--- config.mk ---
export PLATFORM = sky130hd
export DESIGN_NAME = spi_cfg_slave
export DESIGN_NICKNAME = d
export VERILOG_FILES = /design/src/rtl/cfg_spi_pkg.sv /design/src/rtl/spi_sync_edge.sv /design/src/rtl/spi_frame_engine.sv /design/src/rtl/cfg_reg_bank.sv /design/src/rtl/spi_cfg_slave.sv
export SDC_FILE = /design/constraint.sdc
export NUM_CORES = 1
export LEC_CHECK = 0
export BUFFER_PORTS_ARGS = -buffer_cell sky130_fd_sc_hd__buf_2
export CAP_MARGIN = 20
export CORE_UTILIZATION = 30
export DETAILED_ROUTE_END_ITERATION = 10
export PLACE_DENSITY = 0.49
export SLEW_MARGIN = 10
export SYNTH_ARGS = -nofsm -noshare
export SYNTH_HDL_FRONTEND = slang
export SYNTH_SLANG_ARGS = --single-unit
--- constraint.sdc ---
create_clock -name clk -period 1.63 [get_ports clk]
set_input_delay 0.4075 -clock clk [delete_from_list [all_inputs] [get_ports clk]]
set_output_delay 0.4075 -clock clk [all_outputs]
set_load 0.01 [all_outputs]
--- src/rtl/cfg_spi_pkg.sv ---
package cfg_spi_pkg;

  localparam int REG_W   = 8;
  localparam int RW_REGS = 3;
  localparam logic [REG_W-1:0] DIE_REVISION = 8'h02;

  typedef struct packed {
    logic       mute;
    logic       bypass;
    logic [1:0] sleep_mode;
    logic       ext_reach;
    logic [2:0] out_swing;
    logic [2:0] out_offset;
    logic       launch_coarse;
    logic [3:0] launch_fine;
  } cfg_fields_t;

  // Writable bit mask of each read/write register.
  function automatic logic [REG_W-1:0] rw_mask(input int idx);
    case (idx)
      0:       rw_mask = 8'h7C;
      1:       rw_mask = 8'hFC;
      default: rw_mask = 8'hF8;
    endcase
  endfunction

  // Reset value of each read/write register.
  function automatic logic [REG_W-1:0] rw_default(input int idx);
    case (idx)
      0:       rw_default = 8'h08;
      1:       rw_default = 8'h64;
      default: rw_default = 8'h00;
    endcase
  endfunction

endpackage

--- src/rtl/spi_sync_edge.sv ---
module spi_sync_edge #(
  parameter int SYNC_STAGES = 2
) (
  input  logic clk,
  input  logic rst_n,
  input  logic sck_raw,
  input  logic mosi_raw,
  input  logic ss_n_raw,
  output logic sck_rise,
  output logic sck_fall,
  output logic mosi_s,
  output logic ss_n_s
);

  localparam int LANES = 3;  // {ss_n, mosi, sck}
  localparam logic [LANES-1:0] IDLE = 3'b100;

  logic [LANES-1:0] stage [SYNC_STAGES];
  logic             sck_prev;

  for (genvar g = 0; g < SYNC_STAGES; g++) begin : g_stage
    if (g == 0) begin : g_first
      always_ff @(posedge clk or negedge rst_n) begin
        if (!rst_n) stage[0] <= IDLE;
        else        stage[0] <= {ss_n_raw, mosi_raw, sck_raw};
      end
    end else begin : g_next
      always_ff @(posedge clk or negedge rst_n) begin
        if (!rst_n) stage[g] <= IDLE;
        else        stage[g] <= stage[g-1];
      end
    end
  end

  always_ff @(posedge clk or negedge rst_n) begin
    if (!rst_n) sck_prev <= 1'b0;
    else        sck_prev <= stage[SYNC_STAGES-1][0];
  end

  assign sck_rise = stage[SYNC_STAGES-1][0] & ~sck_prev;
  assign sck_fall = ~stage[SYNC_STAGES-1][0] & sck_prev;
  assign mosi_s   = stage[SYNC_STAGES-1][1];
  assign ss_n_s   = stage[SYNC_STAGES-1][2];

endmodule

--- src/rtl/spi_frame_engine.sv ---
module spi_frame_engine #(
  parameter int ADDR_W = 7,
  parameter int DATA_W = 8
) (
  input  logic              clk,
  input  logic              rst_n,
  input  logic              sck_rise,
  input  logic              sck_fall,
  input  logic              mosi_s,
  input  logic              ss_n_s,
  output logic [ADDR_W-1:0] rd_addr,
  input  logic [DATA_W-1:0] rd_data,
  output logic              wr_stb,
  output logic [ADDR_W-1:0] wr_addr,
  output logic [DATA_W-1:0] wr_data,
  output logic              miso_q,
  output logic              miso_en
);

  localparam int CMD_BITS   = 1 + ADDR_W;
  localparam int FRAME_BITS = CMD_BITS + DATA_W;
  localparam int CNT_W      = $clog2(FRAME_BITS + 1);
  localparam int SHR_W      = FRAME_BITS - 1;

  logic [CNT_W-1:0]  bit_cnt;
  logic [SHR_W-1:0]  shreg;
  logic              is_read;
  logic [DATA_W-1:0] tx_buf;

  logic take_bit, at_cmd_end, at_frame_end, cmd_is_read;

  assign take_bit     = sck_rise & ~ss_n_s & (bit_cnt < CNT_W'(FRAME_BITS));
  assign at_cmd_end   = bit_cnt == CNT_W'(CMD_BITS - 1);
  assign at_frame_end = bit_cnt == CNT_W'(FRAME_BITS - 1);
  // At the 8th rise the command bit sits just above the 6 address bits held so far.
  assign cmd_is_read  = shreg[CMD_BITS-2];
  assign rd_addr      = {shreg[ADDR_W-2:0], mosi_s};

  always_ff @(posedge clk or negedge rst_n) begin
    if (!rst_n) begin
      bit_cnt <= '0;
      shreg   <= '0;
      is_read <= 1'b0;
      tx_buf  <= '0;
      wr_stb  <= 1'b0;
      wr_addr <= '0;
      wr_data <= '0;
      miso_q  <= 1'b0;
      miso_en <= 1'b0;
    end else begin
      wr_stb <= 1'b0;
      if (ss_n_s) begin
        bit_cnt <= '0;
        is_read <= 1'b0;
        miso_en <= 1'b0;
        miso_q  <= 1'b0;
      end else begin
        if (take_bit) begin
          shreg   <= {shreg[SHR_W-2:0], mosi_s};
          bit_cnt <= bit_cnt + 1'b1;
          if (at_cmd_end && cmd_is_read) begin
            is_read <= 1'b1;
            tx_buf  <= rd_data;
          end
          if (at_frame_end && !is_read) begin
            wr_stb  <= 1'b1;
            wr_addr <= shreg[DATA_W-1 +: ADDR_W];
            wr_data <= {shreg[DATA_W-2:0], mosi_s};
          end
        end
        if (sck_fall && is_read) begin
          miso_q  <= tx_buf[DATA_W-1];
          tx_buf  <= {tx_buf[DATA_W-2:0], 1'b0};
          miso_en <= 1'b1;
        end
      end
    end
  end

  assert_frame_bound_R2: assert property (@(posedge clk) disable iff (!rst_n)
    bit_cnt <= CNT_W'(FRAME_BITS));

  assert_no_write_after_deselect_R8: assert property (@(posedge clk) disable iff (!rst_n)
    $past(ss_n_s) |-> !wr_stb);

  assert_miso_released_R9: assert property (@(posedge clk) disable iff (!rst_n)
    ss_n_s |=> !miso_en);

  assert_miso_only_on_read_R3: assert property (@(posedge clk) disable iff (!rst_n)
    miso_en |-> is_read);

endmodule

--- src/rtl/cfg_reg_bank.sv ---
module cfg_reg_bank
  import cfg_spi_pkg::*;
#(
  parameter int ADDR_W = 7,
  parameter int LEN_W  = 5
) (
  input  logic              clk,
  input  logic              rst_n,
  input  logic              wr_en,
  input  logic [ADDR_W-1:0] wr_addr,
  input  logic [REG_W-1:0]  wr_data,
  input  logic [ADDR_W-1:0] rd_addr,
  output logic [REG_W-1:0]  rd_data,
  input  logic              carrier_in,
  input  logic [LEN_W-1:0]  cable_len,
  output cfg_fields_t       cfg_o
);

  localparam int ADDR_LENGTH = RW_REGS;
  localparam int ADDR_IDENT  = RW_REGS + 1;

  logic [REG_W-1:0] ctl [RW_REGS];

  for (genvar g = 0; g < RW_REGS; g++) begin : g_rw
    always_ff @(posedge clk or negedge rst_n) begin
      if (!rst_n)
        ctl[g] <= rw_default(g);
      else if (wr_en && wr_addr == ADDR_W'(g))
        ctl[g] <= wr_data & rw_mask(g);
    end
  end

  always_comb begin
    rd_data = '0;
    for (int i = 0; i < RW_REGS; i++)
      if (rd_addr == ADDR_W'(i)) rd_data = ctl[i];
    if (rd_addr == '0)
      rd_data[REG_W-1] = carrier_in;
    if (rd_addr == ADDR_W'(ADDR_LENGTH))
      rd_data = {cable_len, {(REG_W-LEN_W){1'b0}}};
    if (rd_addr == ADDR_W'(ADDR_IDENT))
      rd_data = DIE_REVISION;
  end

  always_comb begin
    cfg_o.mute          = ctl[0][6];
    cfg_o.bypass        = ctl[0][5];
    cfg_o.sleep_mode    = ctl[0][4:3];
    cfg_o.ext_reach     = ctl[0][2];
    cfg_o.out_swing     = ctl[1][7:5];
    cfg_o.out_offset    = ctl[1][4:2];
    cfg_o.launch_coarse = ctl[2][7];
    cfg_o.launch_fine   = ctl[2][6:3];
  end

  assert_ro_and_unmapped_ignored_R7: assert property (@(posedge clk) disable iff (!rst_n)
    (wr_en && wr_addr >= ADDR_W'(RW_REGS)) |=> $stable(cfg_o));

  assert_unmapped_reads_zero_R7: assert property (@(posedge clk) disable iff (!rst_n)
    (rd_addr > ADDR_W'(ADDR_IDENT)) |-> (rd_data == '0));

endmodule

--- src/rtl/spi_cfg_slave.sv ---
module spi_cfg_slave
  import cfg_spi_pkg::*;
#(
  parameter int ADDR_W      = 7,
  parameter int LEN_W       = 5,
  parameter int SYNC_STAGES = 2
) (
  input  logic             clk,
  input  logic             rst_n,
  input  logic             spi_sck,
  input  logic             spi_mosi,
  input  logic             spi_ss_n,
  output logic             spi_miso,
  output logic             spi_miso_oe,
  input  logic             carrier_in,
  input  logic [LEN_W-1:0] cable_len,
  output logic             mute,
  output logic             bypass,
  output logic [1:0]       sleep_mode,
  output logic             ext_reach,
  output logic [2:0]       out_swing,
  output logic [2:0]       out_offset,
  output logic             launch_coarse,
  output logic [3:0]       launch_fine
);

  logic              sck_rise, sck_fall, mosi_s, ss_n_s;
  logic [ADDR_W-1:0] rd_addr, wr_addr;
  logic [REG_W-1:0]  rd_data, wr_data;
  logic              wr_stb, miso_q, miso_en;
  cfg_fields_t       cfg;

  spi_sync_edge #(.SYNC_STAGES(SYNC_STAGES)) u_sync (
    .clk      (clk),
    .rst_n    (rst_n),
    .sck_raw  (spi_sck),
    .mosi_raw (spi_mosi),
    .ss_n_raw (spi_ss_n),
    .sck_rise (sck_rise),
    .sck_fall (sck_fall),
    .mosi_s   (mosi_s),
    .ss_n_s   (ss_n_s)
  );

  spi_frame_engine #(.ADDR_W(ADDR_W), .DATA_W(REG_W)) u_engine (
    .clk      (clk),
    .rst_n    (rst_n),
    .sck_rise (sck_rise),
    .sck_fall (sck_fall),
    .mosi_s   (mosi_s),
    .ss_n_s   (ss_n_s),
    .rd_addr  (rd_addr),
    .rd_data  (rd_data),
    .wr_stb   (wr_stb),
    .wr_addr  (wr_addr),
    .wr_data  (wr_data),
    .miso_q   (miso_q),
    .miso_en  (miso_en)
  );

  cfg_reg_bank #(.ADDR_W(ADDR_W), .LEN_W(LEN_W)) u_bank (
    .clk        (clk),
    .rst_n      (rst_n),
    .wr_en      (wr_stb),
    .wr_addr    (wr_addr),
    .wr_data    (wr_data),
    .rd_addr    (rd_addr),
    .rd_data    (rd_data),
    .carrier_in (carrier_in),
    .cable_len  (cable_len),
    .cfg_o      (cfg)
  );

  assign spi_miso      = miso_en & miso_q;
  assign spi_miso_oe   = miso_en;
  assign mute          = cfg.mute;
  assign bypass        = cfg.bypass;
  assign sleep_mode    = cfg.sleep_mode;
  assign ext_reach     = cfg.ext_reach;
  assign out_swing     = cfg.out_swing;
  assign out_offset    = cfg.out_offset;
  assign launch_coarse = cfg.launch_coarse;
  assign launch_fine   = cfg.launch_fine;

endmodule

* After elaboration in Yosys (flattened, before gate mapping)
Index checks and enable logic that the tools add are counted.
** Storage, ports and cells
- Bits in registers :: 69
- Word-level logic and storage cells :: 72
- Output and inout bits :: 18
- Input bits :: 11
** Operators by class
- $lt $le $gt $ge :: 1
- Eq/ne operators :: 8
- $add $sub $neg :: 1
- Reductions and logical operators :: 18
- Bitwise operators :: 8
- Multiplexer cells :: 21
** Operators by type and width (count)
- $mux 8 :: 7
- $eq 7x2->1 const B :: 3
- $eq 7x1->1 const B :: 2
- $logic_not 7->1 :: 2
- $mux 1 :: 11
- $mux 5 :: 2
- $reduce_bool 2->1 :: 5
- $eq 7x3->1 const B :: 1
- $mux 7 :: 1
- $logic_and 1x1->1 :: 6
- $reduce_and 3->1 :: 2
- $add 5x1->5 const B :: 1
- $and 1x1->1 :: 5
- $eq 5x3->1 const B :: 1
- $eq 5x4->1 const B :: 1
- $lt 5x5->1 const B :: 1
- $reduce_and 2->1 :: 2
- $not 1->1 :: 3
- $logic_not 1->1 :: 1

* Depth between registers and ports, before layout
- Word-level depth :: 10
- Mapped depth :: 7
- Gate-level depth less buffers :: 5

* Cells and area by module
Synthesis repeated with hierarchy kept, for this count alone.
** Unflattened totals
- Cell total of the unflattened synthesis :: 243
- Area, all modules :: 3065.4 um^2
** By module, submodules not included
- spi_frame_engine :: cells each 166, instances 1, area each 1985.7 um^2
- cfg_reg_bank :: cells each 67, instances 1, area each 880.8 um^2
- spi_sync_edge :: cells each 9, instances 1, area each 192.7 um^2
- spi_cfg_slave :: cells each 1, instances 1, area each 6.3 um^2

* Worst setup path after synthesis
No wires, ideal clock.
- Kind :: register to register
- Start :: reg u_sync.stage, in the netlist u_sync.ss_n_s
- End :: reg u_engine.tx_buf[7]
- Clock period less this slack :: 1.687 ns
- Cell stages (with the launch flop) :: 7
- Required time :: 1.504 ns
- Setup slack :: -0.057 ns
- Arrival time :: 1.560 ns
- Path buffers :: 2
- Path through :: dfstp_2 -> buf_6 -> or4b_4 -> buf_6 -> nor2_4 -> nor2_1 -> a221o_1
** Between the ends
- Longest elaborated chain between the ends :: 5
** Ends and longest elaborated chain
- start: declaration :: line spi_sync_edge.sv:18 : logic [LANES-1:0] stage [SYNC_STAGES];
- start signal: indexed assignment :: line spi_sync_edge.sv:30 : else stage[g] <= stage[g-1];
- $not 1->1 (no source line) (*)
- $and 1x1->1 (2 in series) :: line spi_frame_engine.sv:32 : assign take_bit = sck_rise & ~ss_n_s & (bit_cnt < CNT_W'(FRAME_BITS));
- $reduce_bool 2->1 (no source line)
- $reduce_and 3->1 (no source line) (*)
- end signal: assignment :: line spi_frame_engine.sv:63 : tx_buf <= rd_data;
- end signal: assignment :: line spi_frame_engine.sv:73 : tx_buf <= {tx_buf[DATA_W-2:0], 1'b0};
- end: declaration :: line spi_frame_engine.sv:28 : logic [DATA_W-1:0] tx_buf;
Mark *: on every way between the ends. The rest lies on a longest branch, timed or not.
A chain may end at the register's enable or synchronous reset.

* Final worst setup path
- Start :: reg u_engine.wr_addr[5]
- End :: reg u_bank.ctl, in the netlist u_bank.cfg_o[7]
** Between the ends
- Longest elaborated chain between the ends :: 2
** Ends and longest elaborated chain
- start: declaration :: line spi_frame_engine.sv:14 : output logic [ADDR_W-1:0] wr_addr,
- start signal: assignment :: line spi_frame_engine.sv:67 : wr_addr <= shreg[DATA_W-1 +: ADDR_W];
- $eq 7x1->1 :: line cfg_reg_bank.sv:28 : else if (wr_en && wr_addr == ADDR_W'(g))
- $logic_and 1x1->1 :: line cfg_reg_bank.sv:28
- end signal: indexed assignment :: line cfg_reg_bank.sv:27 : ctl[g] <= rw_default(g);
- end signal: indexed assignment :: line cfg_reg_bank.sv:29 : ctl[g] <= wr_data & rw_mask(g);
- end: declaration :: line cfg_reg_bank.sv:22 : logic [REG_W-1:0] ctl [RW_REGS];
No other way between the ends.

==> run summary <==
CTS Buf Count = 9
core area = 8850 µm²
ys async rst share = 100%
status = finished, violations left
Die H = 98.5 µm
max-slew violations = 0
Worst setup EP type = register
R2R cell count = 4
initial antenna violation count = 0
TNS Setup = -0.169 ns
Tcrit/Tclk final = 102%
Clock transition at path regs = 0.07 ns
clk sinks = 66
Seq/Total Area, Yosys = 59.4%
reg2reg setup slack = -0.03 ns
Post-DRT Antenna Nets = 0
GP Congestion = 0.770
via/cell ratio = 4.71
P&R area growth vs syn = 27.8%
Crit Path Max Fanout = 6
TritonCTS clock tree = done
max_cap viols = 0
GR Util met1 = 17.4%
largest net degree at the start of global routing = 46
Final nets = 284
Crit Reg-Reg Endpoint = u_bank.cfg_o[7]$_DFFE_PN0P_
layout cells sized above 1 = 46.7%
row count = 34
die area = 9700 µm²
failing checks = setup timing
clk_skew = 0.0121 ns
Pre-antenna DRT Iters = 6
worst hold path type = in2async
synthesized instance count = 214
grt met2 use = 20.4%
Initial Util = 31.6%
port bufs = 28
GRT Resource Usage Total = 13.1%
fill count = 861
area share of the largest cell type after synthesis = 53.7%
slew margin rel. = 71.7%
Fin. Hold Viols = 0
Tmin final = 1.66 ns
grt ovf = 0
gr busiest metal = met2
most used flip-flop cell after synthesis = dfrtp_1
chip width = 98.5 µm
# diodes = 0
CP startpoint = u_engine.wr_addr[5]$_DFFE_PN0P_
Crit Reg-Reg Startpoint = u_engine.wr_addr[5]$_DFFE_PN0P_
clock latency on the worst-skew pair = 0.33 ns
via count = 1809
Design Area, Final = 3570 µm²
Worst EP arrival = 1.88 ns
global-route wire length before repair = 9690 µm
critical path endpoint = u_bank.cfg_o[7]$_DFFE_PN0P_
Area contributors post-synth = dfrtp_1 54%, mux2_2 8.1%, nand2_1 6.0%
worst setup margin = -0.0313 ns
Hold Buf Count CTS = 0
detailed-route DRC error count = 0
Post-DP Area = 3180 µm²
Detailed Route WL = 5840 µm
Worst setup SP type = register
Max H-tree Level = 3
dominant cell type by area after synthesis = dfrtp_1
Fmax = 0.602 GHz
Unique masters post-synth = 41
post-DP HPWL = 3860 µm
Max VDD drop = 0.318 mV
vias in the first global route = 1867
met3 Use GR = 3.62%
synthesized flop and latch total = 66
unrepaired setup endpoints after global routing = yes
synth warn = 0
Net Count, Synth = 227
Setup violations, final = 8
CP Class = reg2reg
synthesized area = 2790 µm²
Synth Area per Inst = 13.1 µm²
total I/O pin count = 29
CP Data Required Time = 1.85 ns
CTS root buffer = clkbuf_8
WHS = 0.0489 ns
PD cells = 1010 nW/µm²
Post-synth EDFFs = 0
CTS Buffer Depth = 2
footprint of the multi-input gates = 1140 µm²
Worst Tran Pin Value = 0.425 ns
Register Area = 1660 µm²
Leak = 1.86 nW
routed wire length per instance = 15.2 µm
Detailed Route Iter0 Violations = 48
## cells in the mapped netlist, types with 2 or more instances
master and number:
dfrtp_1 60, nand2_1 45, mux2_2 20, nor2_1 11
mux2_4 9, clkbuf_1 6, dfstp_2 6, a21oi_1 5
a22oi_1 5, mux4_2 5, buf_6 3, inv_1 3
o21ai_0 3, and3_1 2, ha_1 2, mux2i_1 2
nand3_1 2, or3b_1 2
## per-layer routing
metal / vias to the layer above / share of wire [%]
li1: 862 / -
met5: - / 0
met3: 2 / 3.3
met2: 30 / 48
met4: 0 / 0.63
met1: 915 / 48
## repair_timing
| action | CTS | global route |
|---|---|---|
| buffers inserted | 4 | 4 |
| gates cloned | 1 | 0 |
| setup endpoints to repair | 30 | 38 |
| gates resized for setup | 5 | 16 |
| pin swaps | 4 | 5 |
## worst max-delay path, stage by stage, from the launching register on
cell      delay [ns]
dfrtp_1         0.39
nor4_2          0.25
nand3b_1        0.16
or3b_4          0.46
mux2_2          0.29
## placed cells by master (no fill, tap or decap), types with 6 or more instances in the layout
master and count:
mux2_2 15, buf_4 21, clkbuf_8 10, nor2_1 10, dfstp_2 6, mux2_4 14
dfrtp_1 60, buf_2 28, nand2_1 45
## registers in the layout, summed over array words and instances, names as in the netlist
name	cells
u_bank.cfg_o	16
u_engine.wr_stb	1
u_sync.stage	4
u_engine.wr_addr	7
u_sync.sck_prev	1
u_engine.shreg	14
u_engine.tx_buf	7
u_sync.mosi_s	1
u_engine.miso_en	1
u_engine.is_read	1
u_sync.ss_n_s	1
u_engine.wr_data	6
u_engine.bit_cnt	5
u_engine.miso_q	1
## how the worst min path moves through the flow
stage / from / end / slack (ns)
2_1_floorplan: rst_n / u_bank.cfg_o[0]$_DFFE_PN0P_ / 0.11
3_3_place_gp: u_sync.stage[3]$_DFF_PN0_ / u_sync.stage[0]$_DFF_PN0_ / 0.33
3_5_place_dp: u_sync.stage[3]$_DFF_PN0_ / u_sync.stage[0]$_DFF_PN0_ / 0.33
4_1_cts: rst_n / u_bank.cfg_o[13]$_DFFE_PN0P_ / 0.03
5_1_grt: rst_n / u_bank.cfg_o[11]$_DFFE_PN0P_ / 0.04
6_report: rst_n / u_bank.cfg_o[13]$_DFFE_PN0P_ / 0.05
## metrics by stage
stage	setup WS [ns]	utilization, %	std cells	power [mW]
after global routing	-0.150	40.4	384	3.77
after global placement	-0.0870	35.9	359	2.07
final	-0.0313	40.4	384	3.60
after floorplan	-0.0176	-	214	1.91
after CTS	-0.0202	39.2	380	3.63
after detailed placement	-0.125	35.9	359	2.07
## cell families (layout without fill, tap and decap cells)
logic type / after synthesis / in the layout / synth area share, %
multiplexers: 36 / 36 / 17.6
AND/OR/NAND/NOR: 77 / 78 / 14.6
flip-flops: 66 / 66 / 59.4
adder cells (fa/ha/maj): 2 / 2 / 0.896
XOR/XNOR: 1 / 1 / 0.314
AO/OA/AOI/OAI: 18 / 18 / 4.34
buffers and inverters: 14 / 75 / 2.87
## cell type report
type,count,area share [%]
Clock inverter,6,2.52
Inverter,3,0.315
Sequential cell,66,46.5
Timing Repair Buffer,56,11.0
Multi-Input combinational cell,135,32.0
Tap cell,108,3.78
Clock buffer,10,3.85
## power breakdown
group | internal, mW | switching (mW)
Combinational | 0.148 | 0.153
Clock | 0.905 | 0.630
Sequential | 1.70 | 0.0620
Total | 2.75 | 0.846
(Power assumes the default switching activity.)
